File: src/rtl/pll_relock_pkg.sv
package pll_relock_pkg;

    typedef enum logic [3:0] {
        ST_IDLE,
        ST_BYPASS,
        ST_PWRUP,
        ST_PWR_WAIT,
        ST_SYNC_OFF,
        ST_DISABLE,
        ST_LOAD,
        ST_ENABLE,
        ST_LDET_ON,
        ST_POLL,
        ST_POLL_WAIT,
        ST_SYNC_ON,
        ST_TO_VCO,
        ST_FAIL
    } relock_state_t;

endpackage

File: src/rtl/relock_us_timer.sv
module relock_us_timer #(
    parameter int CNT_W = 4
) (
    input  logic             clk,
    input  logic             rst_n,
    input  logic             load,
    input  logic [CNT_W-1:0] load_val,
    input  logic             us_tick,
    output logic             expired
);

    logic [CNT_W-1:0] remain;

    always_ff @(posedge clk or negedge rst_n) begin
        if (!rst_n) begin
            remain <= '0;
        end else if (load) begin
            remain <= load_val;
        end else if (us_tick && remain != '0) begin
            remain <= remain - 1'b1;
        end
    end

    assign expired = (remain == '0);

    // Counter only moves down between loads
    assert_timer_down_R6: assert property (@(posedge clk) disable iff (!rst_n)
        !$past(load) |-> remain <= $past(remain));

endmodule

File: src/rtl/relock_poll_ctr.sv
module relock_poll_ctr #(
    parameter int LIMIT = 151
) (
    input  logic clk,
    input  logic rst_n,
    input  logic clr,
    input  logic inc,
    output logic last
);

    localparam int PC_W = $clog2(LIMIT + 1);

    logic [PC_W-1:0] polls;

    always_ff @(posedge clk or negedge rst_n) begin
        if (!rst_n) begin
            polls <= '0;
        end else if (clr) begin
            polls <= '0;
        end else if (inc && polls != PC_W'(LIMIT)) begin
            polls <= polls + 1'b1;
        end
    end

    assign last = (polls == PC_W'(LIMIT - 1));

    assert_poll_bound_R6: assert property (@(posedge clk) disable iff (!rst_n)
        polls <= PC_W'(LIMIT));

endmodule

File: src/rtl/pll_relock_seq.sv
module pll_relock_seq
    import pll_relock_pkg::*;
#(
    parameter int M_W           = 8,
    parameter int N_W           = 8,
    parameter int PL_W          = 6,
    parameter int LOCK_DELAY_US = 300,
    parameter int PWRUP_US      = 5,
    parameter int POLL_US       = 2
) (
    input  logic            clk,
    input  logic            rst_n,
    input  logic            us_tick,
    input  logic            req,
    input  logic [M_W-1:0]  req_m,
    input  logic [N_W-1:0]  req_n,
    input  logic [PL_W-1:0] req_pl,
    input  logic            pll_lock,
    output logic            sel_vco,
    output logic            pll_iddq,
    output logic            pll_en,
    output logic            lckdet_pwr,
    output logic            sync_mode,
    output logic [M_W-1:0]  coef_m,
    output logic [N_W-1:0]  coef_n,
    output logic [PL_W-1:0] coef_pl,
    output logic            done,
    output logic            lock_err
);

    localparam int POLL_LIMIT = LOCK_DELAY_US / 2 + 1;
    localparam int TMR_MAX    = (PWRUP_US > POLL_US) ? PWRUP_US : POLL_US;
    localparam int TMR_W      = $clog2(TMR_MAX + 1);

    relock_state_t state, state_nx;

    logic [M_W-1:0]  hold_m;
    logic [N_W-1:0]  hold_n;
    logic [PL_W-1:0] hold_pl;

    logic             tmr_load;
    logic [TMR_W-1:0] tmr_val;
    logic             tmr_expired;
    logic             poll_clr;
    logic             poll_inc;
    logic             poll_last;

    // ---------------- timers ----------------
    assign tmr_load = (state == ST_PWRUP) ||
                      (state == ST_POLL && !pll_lock && !poll_last);
    assign tmr_val  = (state == ST_PWRUP) ? TMR_W'(PWRUP_US) : TMR_W'(POLL_US);
    assign poll_clr = (state == ST_ENABLE);
    assign poll_inc = (state == ST_POLL) && !pll_lock;

    relock_us_timer #(.CNT_W(TMR_W)) u_timer (
        .clk      (clk),
        .rst_n    (rst_n),
        .load     (tmr_load),
        .load_val (tmr_val),
        .us_tick  (us_tick),
        .expired  (tmr_expired)
    );

    relock_poll_ctr #(.LIMIT(POLL_LIMIT)) u_polls (
        .clk   (clk),
        .rst_n (rst_n),
        .clr   (poll_clr),
        .inc   (poll_inc),
        .last  (poll_last)
    );

    // ---------------- state register ----------------
    always_ff @(posedge clk or negedge rst_n) begin
        if (!rst_n) begin
            state <= ST_IDLE;
        end else begin
            state <= state_nx;
        end
    end

    always_comb begin
        state_nx = state;
        unique case (state)
            ST_IDLE:      if (req) state_nx = ST_BYPASS;
            ST_BYPASS:    state_nx = pll_iddq ? ST_PWRUP : ST_SYNC_OFF;
            ST_PWRUP:     state_nx = ST_PWR_WAIT;
            ST_PWR_WAIT:  if (tmr_expired) state_nx = ST_LOAD;
            ST_SYNC_OFF:  state_nx = ST_DISABLE;
            ST_DISABLE:   state_nx = ST_LOAD;
            ST_LOAD:      state_nx = ST_ENABLE;
            ST_ENABLE:    state_nx = lckdet_pwr ? ST_POLL : ST_LDET_ON;
            ST_LDET_ON:   state_nx = ST_POLL;
            ST_POLL: begin
                if (pll_lock)       state_nx = ST_SYNC_ON;
                else if (poll_last) state_nx = ST_FAIL;
                else                state_nx = ST_POLL_WAIT;
            end
            ST_POLL_WAIT: if (tmr_expired) state_nx = ST_POLL;
            ST_SYNC_ON:   state_nx = ST_TO_VCO;
            ST_TO_VCO:    state_nx = ST_IDLE;
            ST_FAIL:      state_nx = ST_IDLE;
            default:      state_nx = ST_IDLE;
        endcase
    end

    // ---------------- outputs ----------------
    always_ff @(posedge clk or negedge rst_n) begin
        if (!rst_n) begin
            sel_vco    <= 1'b0;
            pll_iddq   <= 1'b1;
            pll_en     <= 1'b0;
            lckdet_pwr <= 1'b0;
            sync_mode  <= 1'b0;
            coef_m     <= '0;
            coef_n     <= '0;
            coef_pl    <= '0;
            hold_m     <= '0;
            hold_n     <= '0;
            hold_pl    <= '0;
            done       <= 1'b0;
            lock_err   <= 1'b0;
        end else begin
            done     <= 1'b0;
            lock_err <= 1'b0;
            unique case (state)
                ST_IDLE: begin
                    if (req) begin
                        hold_m  <= req_m;
                        hold_n  <= req_n;
                        hold_pl <= req_pl;
                    end
                end
                ST_BYPASS:   sel_vco    <= 1'b0;
                ST_PWRUP:    pll_iddq   <= 1'b0;
                ST_SYNC_OFF: sync_mode  <= 1'b0;
                ST_DISABLE:  pll_en     <= 1'b0;
                ST_LOAD: begin
                    coef_m  <= hold_m;
                    coef_n  <= hold_n;
                    coef_pl <= hold_pl;
                end
                ST_ENABLE:   pll_en     <= 1'b1;
                ST_LDET_ON:  lckdet_pwr <= 1'b1;
                ST_SYNC_ON:  sync_mode  <= 1'b1;
                ST_TO_VCO: begin
                    sel_vco <= 1'b1;
                    done    <= 1'b1;
                end
                ST_FAIL:     lock_err   <= 1'b1;
                default: ;
            endcase
        end
    end

    // ---------------- assertions ----------------
    assert_coef_while_off_R4: assert property (@(posedge clk) disable iff (!rst_n)
        !$stable({coef_m, coef_n, coef_pl}) |-> (!pll_en && !$past(pll_en)));

    assert_one_change_R10: assert property (@(posedge clk) disable iff (!rst_n)
        $countones({!$stable(sel_vco), !$stable(pll_iddq), !$stable(pll_en),
                    !$stable(lckdet_pwr), !$stable(sync_mode),
                    !$stable({coef_m, coef_n, coef_pl})}) <= 1);

    assert_vco_after_sync_R7: assert property (@(posedge clk) disable iff (!rst_n)
        $rose(sel_vco) |-> (sync_mode && $past(sync_mode) && pll_en && done));

    assert_sync_low_on_disable_R3: assert property (@(posedge clk) disable iff (!rst_n)
        $fell(pll_en) |-> !sync_mode);

    assert_err_on_bypass_R8: assert property (@(posedge clk) disable iff (!rst_n)
        lock_err |-> (!sel_vco && !done));

    assert_iddq_stays_off_R2: assert property (@(posedge clk) disable iff (!rst_n)
        !$rose(pll_iddq));

endmodule

File: config.mk
export PLATFORM = sky130hd
export DESIGN_NAME = pll_relock_seq
export DESIGN_NICKNAME = d
export VERILOG_FILES = /design/src/rtl/pll_relock_pkg.sv /design/src/rtl/relock_us_timer.sv /design/src/rtl/relock_poll_ctr.sv /design/src/rtl/pll_relock_seq.sv
export SDC_FILE = /design/constraint.sdc
export NUM_CORES = 1
export LEC_CHECK = 0
export BUFFER_PORTS_ARGS = -buffer_cell sky130_fd_sc_hd__buf_4
export CAP_MARGIN = 20
export CORE_UTILIZATION = 56
export DETAILED_ROUTE_END_ITERATION = 7
export GPL_ROUTABILITY_DRIVEN = 1
export HOLD_SLACK_MARGIN = 0.1
export PLACE_DENSITY_LB_ADDON = 0.15
export REMOVE_ABC_BUFFERS = 1
export SYNTH_ARGS = -nofsm -noshare
export SYNTH_HDL_FRONTEND = slang
export SYNTH_SLANG_ARGS = --single-unit
File: constraint.sdc
create_clock -name clk -period 4.6 [get_ports clk]
set_input_delay 0.69 -clock clk [delete_from_list [all_inputs] [get_ports clk]]
set_output_delay 0.69 -clock clk [all_outputs]
set_load 0.02 [all_outputs]
==> key figures <==
STA
  • Final Worst Setup Slack: 2.37 ns
  • Worst-Margin Slew: 1.11 ns
  • Final count of negative-setup-slack endpoints: 0
  • Final count of hold timing violations: 0
  • Share of the clock period used by the worst path after layout: 48.5%
  • Clock skew after layout: 0.00628 ns
  • Final slew viol count: 0
  • Highest attainable clock frequency: 449 MHz
  • Worst-case headroom to the max-slew limit: 26.2%
  • Minimum period implied by the final worst setup slack: 2.23 ns
  • Sum of negative setup slack: 0 ns
  • Setup repair after global routing missed its margin: no

Drt
  • Residual DRC count: 0
  • Per-cell routed wire length: 15.0 µm
  • Iteration-0 DRC Markers: 157
  • Detailed Routing Iterations Pass 1: 4
  • Wirelength, routed: 5.31 mm
  • Vias after detailed routing: 1908
  • Number of routed nets with antenna violations: 0
  • Via density per instance: 5.39

Place
  • Cell count after placement: 336
  • Estimated wirelength of the detail-placed design: 3.62 mm
  • Placement Setup Slack: 2.32 ns
  • Final weighted congestion in routability-driven placement: 0.804
  • Port Buffer Count: 55

Min path
  • Class of the most critical hold timing path: in -> async

Finish
  • Fraction of the core area covered by cells at the end of the flow: 73.7%
  • Layout filler cell count: 347
  • Number of nets in the finished design: 313
  • Share of post-route cells with drive strength above 1: 44.6%
  • Post-route insts no fill: 354
  • Commonest non-fill, non-tap cell in the layout: dfrtp_1
  • Antenna fix cells: 0
  • Highest-count cells in the layout ignoring fill and taps: dfrtp_1, buf_4, mux2_2, nor2_1
  • Signed area change from the synthesized netlist to the final layout: 24.3%

Clocking
  • Hold buffer count at CTS: 0
  • PostCTS Resize Cnt: 0
  • Maximum buffer depth of the clock tree: 2
  • Clock latency on the worst-skew pair: 0.33 ns
  • H-tree depth: 3
  • Number of buffers added by the clock tree synthesis step: 9
  • Clock root cell: clkbuf_8
  • Clock tree from TritonCTS: done
  • Clock Sinks: 66
  • Setup Buffers After CTS: 0
  • Clock-pin slew reported for the worst setup and hold paths after clock tree synthesis: 0.07 ns

Critical path
  • Data required time of the critical path: 4.82 ns
  • CP Cell Sequence: nand2_1 > nor2_2 > mux2_2
  • Startpoint type of the worst setup path: flip-flop
  • Type of destination of the critical path: flip-flop
  • Max Fanout on Critical Path: 22
  • Data arrival time of the critical path: 2.44 ns
  • Slowest library cell on the worst path: nor2_2
  • Critical path's largest stage delay: 0.88 ns
  • Setup Crit Path Kind: reg -> reg

Floorplanning
  • Starting density of the core: 59.3%
  • Die footprint: 5390 µm²
  • Top Ports: 56
  • Vert. Die Dim: 73.4 µm
  • Site Rows: 25
  • Die Width: 73.4 µm
  • Area of the placeable core: 4820 µm²

Synth
  • Number of warnings reported in the yosys synthesis log: 0
  • Post-synthesis cell area: 2860 µm²
  • Largest area contributor in the netlist: dfrtp_1
  • EDFF count, synth: 0
  • Share of synthesized area occupied by flip-flops and latches: 57.8%
  • Post-synthesis async set-or-reset flop share: 100%
  • Ys flop type: dfrtp_1
  • Count of cell types in the netlist: 41
  • Cell types occupying the most area after synthesis: dfrtp_1, mux2_2, nor2_1
  • Proportion of netlist area held by the largest area contributor: 56.9%
  • Number of instances in the synthesized netlist: 224
  • Mean Syn Cell Area: 12.8 µm²
  • Number of register bits inferred by synthesis: 66

GRT
  • Initial antenna violation count: 0
  • Wire length of the first global-routing pass: 8.89 mm
  • Vias in the first global route: 1909
  • Global-route usage over all layers: 22.7%
  • Maximum number of pins on one net before global-route repair: 67
  • Global route total overflow: 0

Power and ir drop
  • Static leakage: 1.64 nW
  • Total power density per cell area: 694 nW/µm²
  • Worst-case vdd ir drop: 0.000394 V
  • Power consumption: 2.47 mW

Status
  • Outcome: completed

Run
  • Number of max-cap violations: 0
-- critical path: cells and delay by family (launching register included) --
family	cells	cell delay, ns
simple gates	2	1.04
mux	1	0.43
flops	1	0.65
-- through the flow --
step | area, µm² | hold slack, ns
2_1_floorplan | 2810 | 0.394
3_3_place_gp | 3310 | 0.479
3_5_place_dp | 3310 | 0.487
4_1_cts | 3530 | 0.460
5_1_grt | 3550 | 0.503
6_report | 3550 | 0.435
-- synthesized netlist by cell type (all sizes together) (2+ instances only) --
| library cell | instances |
|---|---|
| mux2i | 3 |
| nor2b | 4 |
| dfrtp | 65 |
| mux2 | 45 |
| ha | 4 |
| or2 | 2 |
| nand4b | 2 |
| o221ai | 3 |
| a21oi | 7 |
| buf | 6 |
| nand3 | 7 |
| o31ai | 2 |
| nand2b | 3 |
| o21ai | 9 |
| and2 | 2 |
| nand4 | 2 |
| xor2 | 4 |
| nand2 | 10 |
| nor2 | 17 |
| inv | 5 |
| nor3 | 2 |
| clkbuf | 4 |
-- final cells by class --
cell class                      count  area (µm²)  area share, %
Inverter                            5        18.8          0.529
Tap cell                           67        83.8           2.36
Timing Repair Buffer               57         433           12.2
Sequential cell                    66        1650           46.5
Multi-Input combinational cell    143        1140           32.2
Clock inverter                      5        77.6           2.18
Clock buffer                       11         141           3.98
-- where the power goes --
part | switching, mW | total, mW | leakage, nW | internal [mW]
clock | 0.211 | 0.530 | 0.109 | 0.318
sequential | 0.202 | 1.04 | 0.806 | 0.840
combinational | 0.427 | 0.894 | 0.727 | 0.467
-- routing by layer --
layer | global-route usage [%] | vias to the layer above | part of all wire [%]
li1 | - | 914 | -
met1 | 27.7 | 942 | 42
met2 | 37.1 | 48 | 52
met3 | 7.27 | 4 | 5.2
met4 | 9.62 | 0 | 0.79
met5 | 0 | - | 0
-- logic make-up (layout without fill, tap and decap cells) --
family	Yosys count	after routing	synth area share (%)
xor+xnor	5	5	1.53
compound gates	26	26	5.91
simple gates	60	60	12.0
fa+ha+maj	4	4	1.75
buf+inv	15	78	2.23
mux	48	48	18.8
flops	66	66	57.8
-- worst paths after layout --
path / from / end / slack (ns) / cells after the start
min: rst_n / state[2] / 0.44 / 1
max in group asynchronous: rst_n / u_polls.polls[4] / 3.65 / 1
max reg2reg: state[1] / coef_m[4] / 2.37 / 3
min in group clk: hold_m[2] / hold_m[2] / 0.50 / 1
min reg2reg: hold_m[2] / hold_m[2] / 0.50 / 1
max: state[1] / coef_m[4] / 2.37 / 3
-- sequential cells by signal (all words and copies together) (netlist names), 3 cells and up --
name	flops
coef_m	8
coef_n	8
hold_m	8
hold_n	8
u_polls.polls	8
coef_pl	6
hold_pl	6
state	4
u_timer.remain	3
Power figures use the tool's default switching activity.
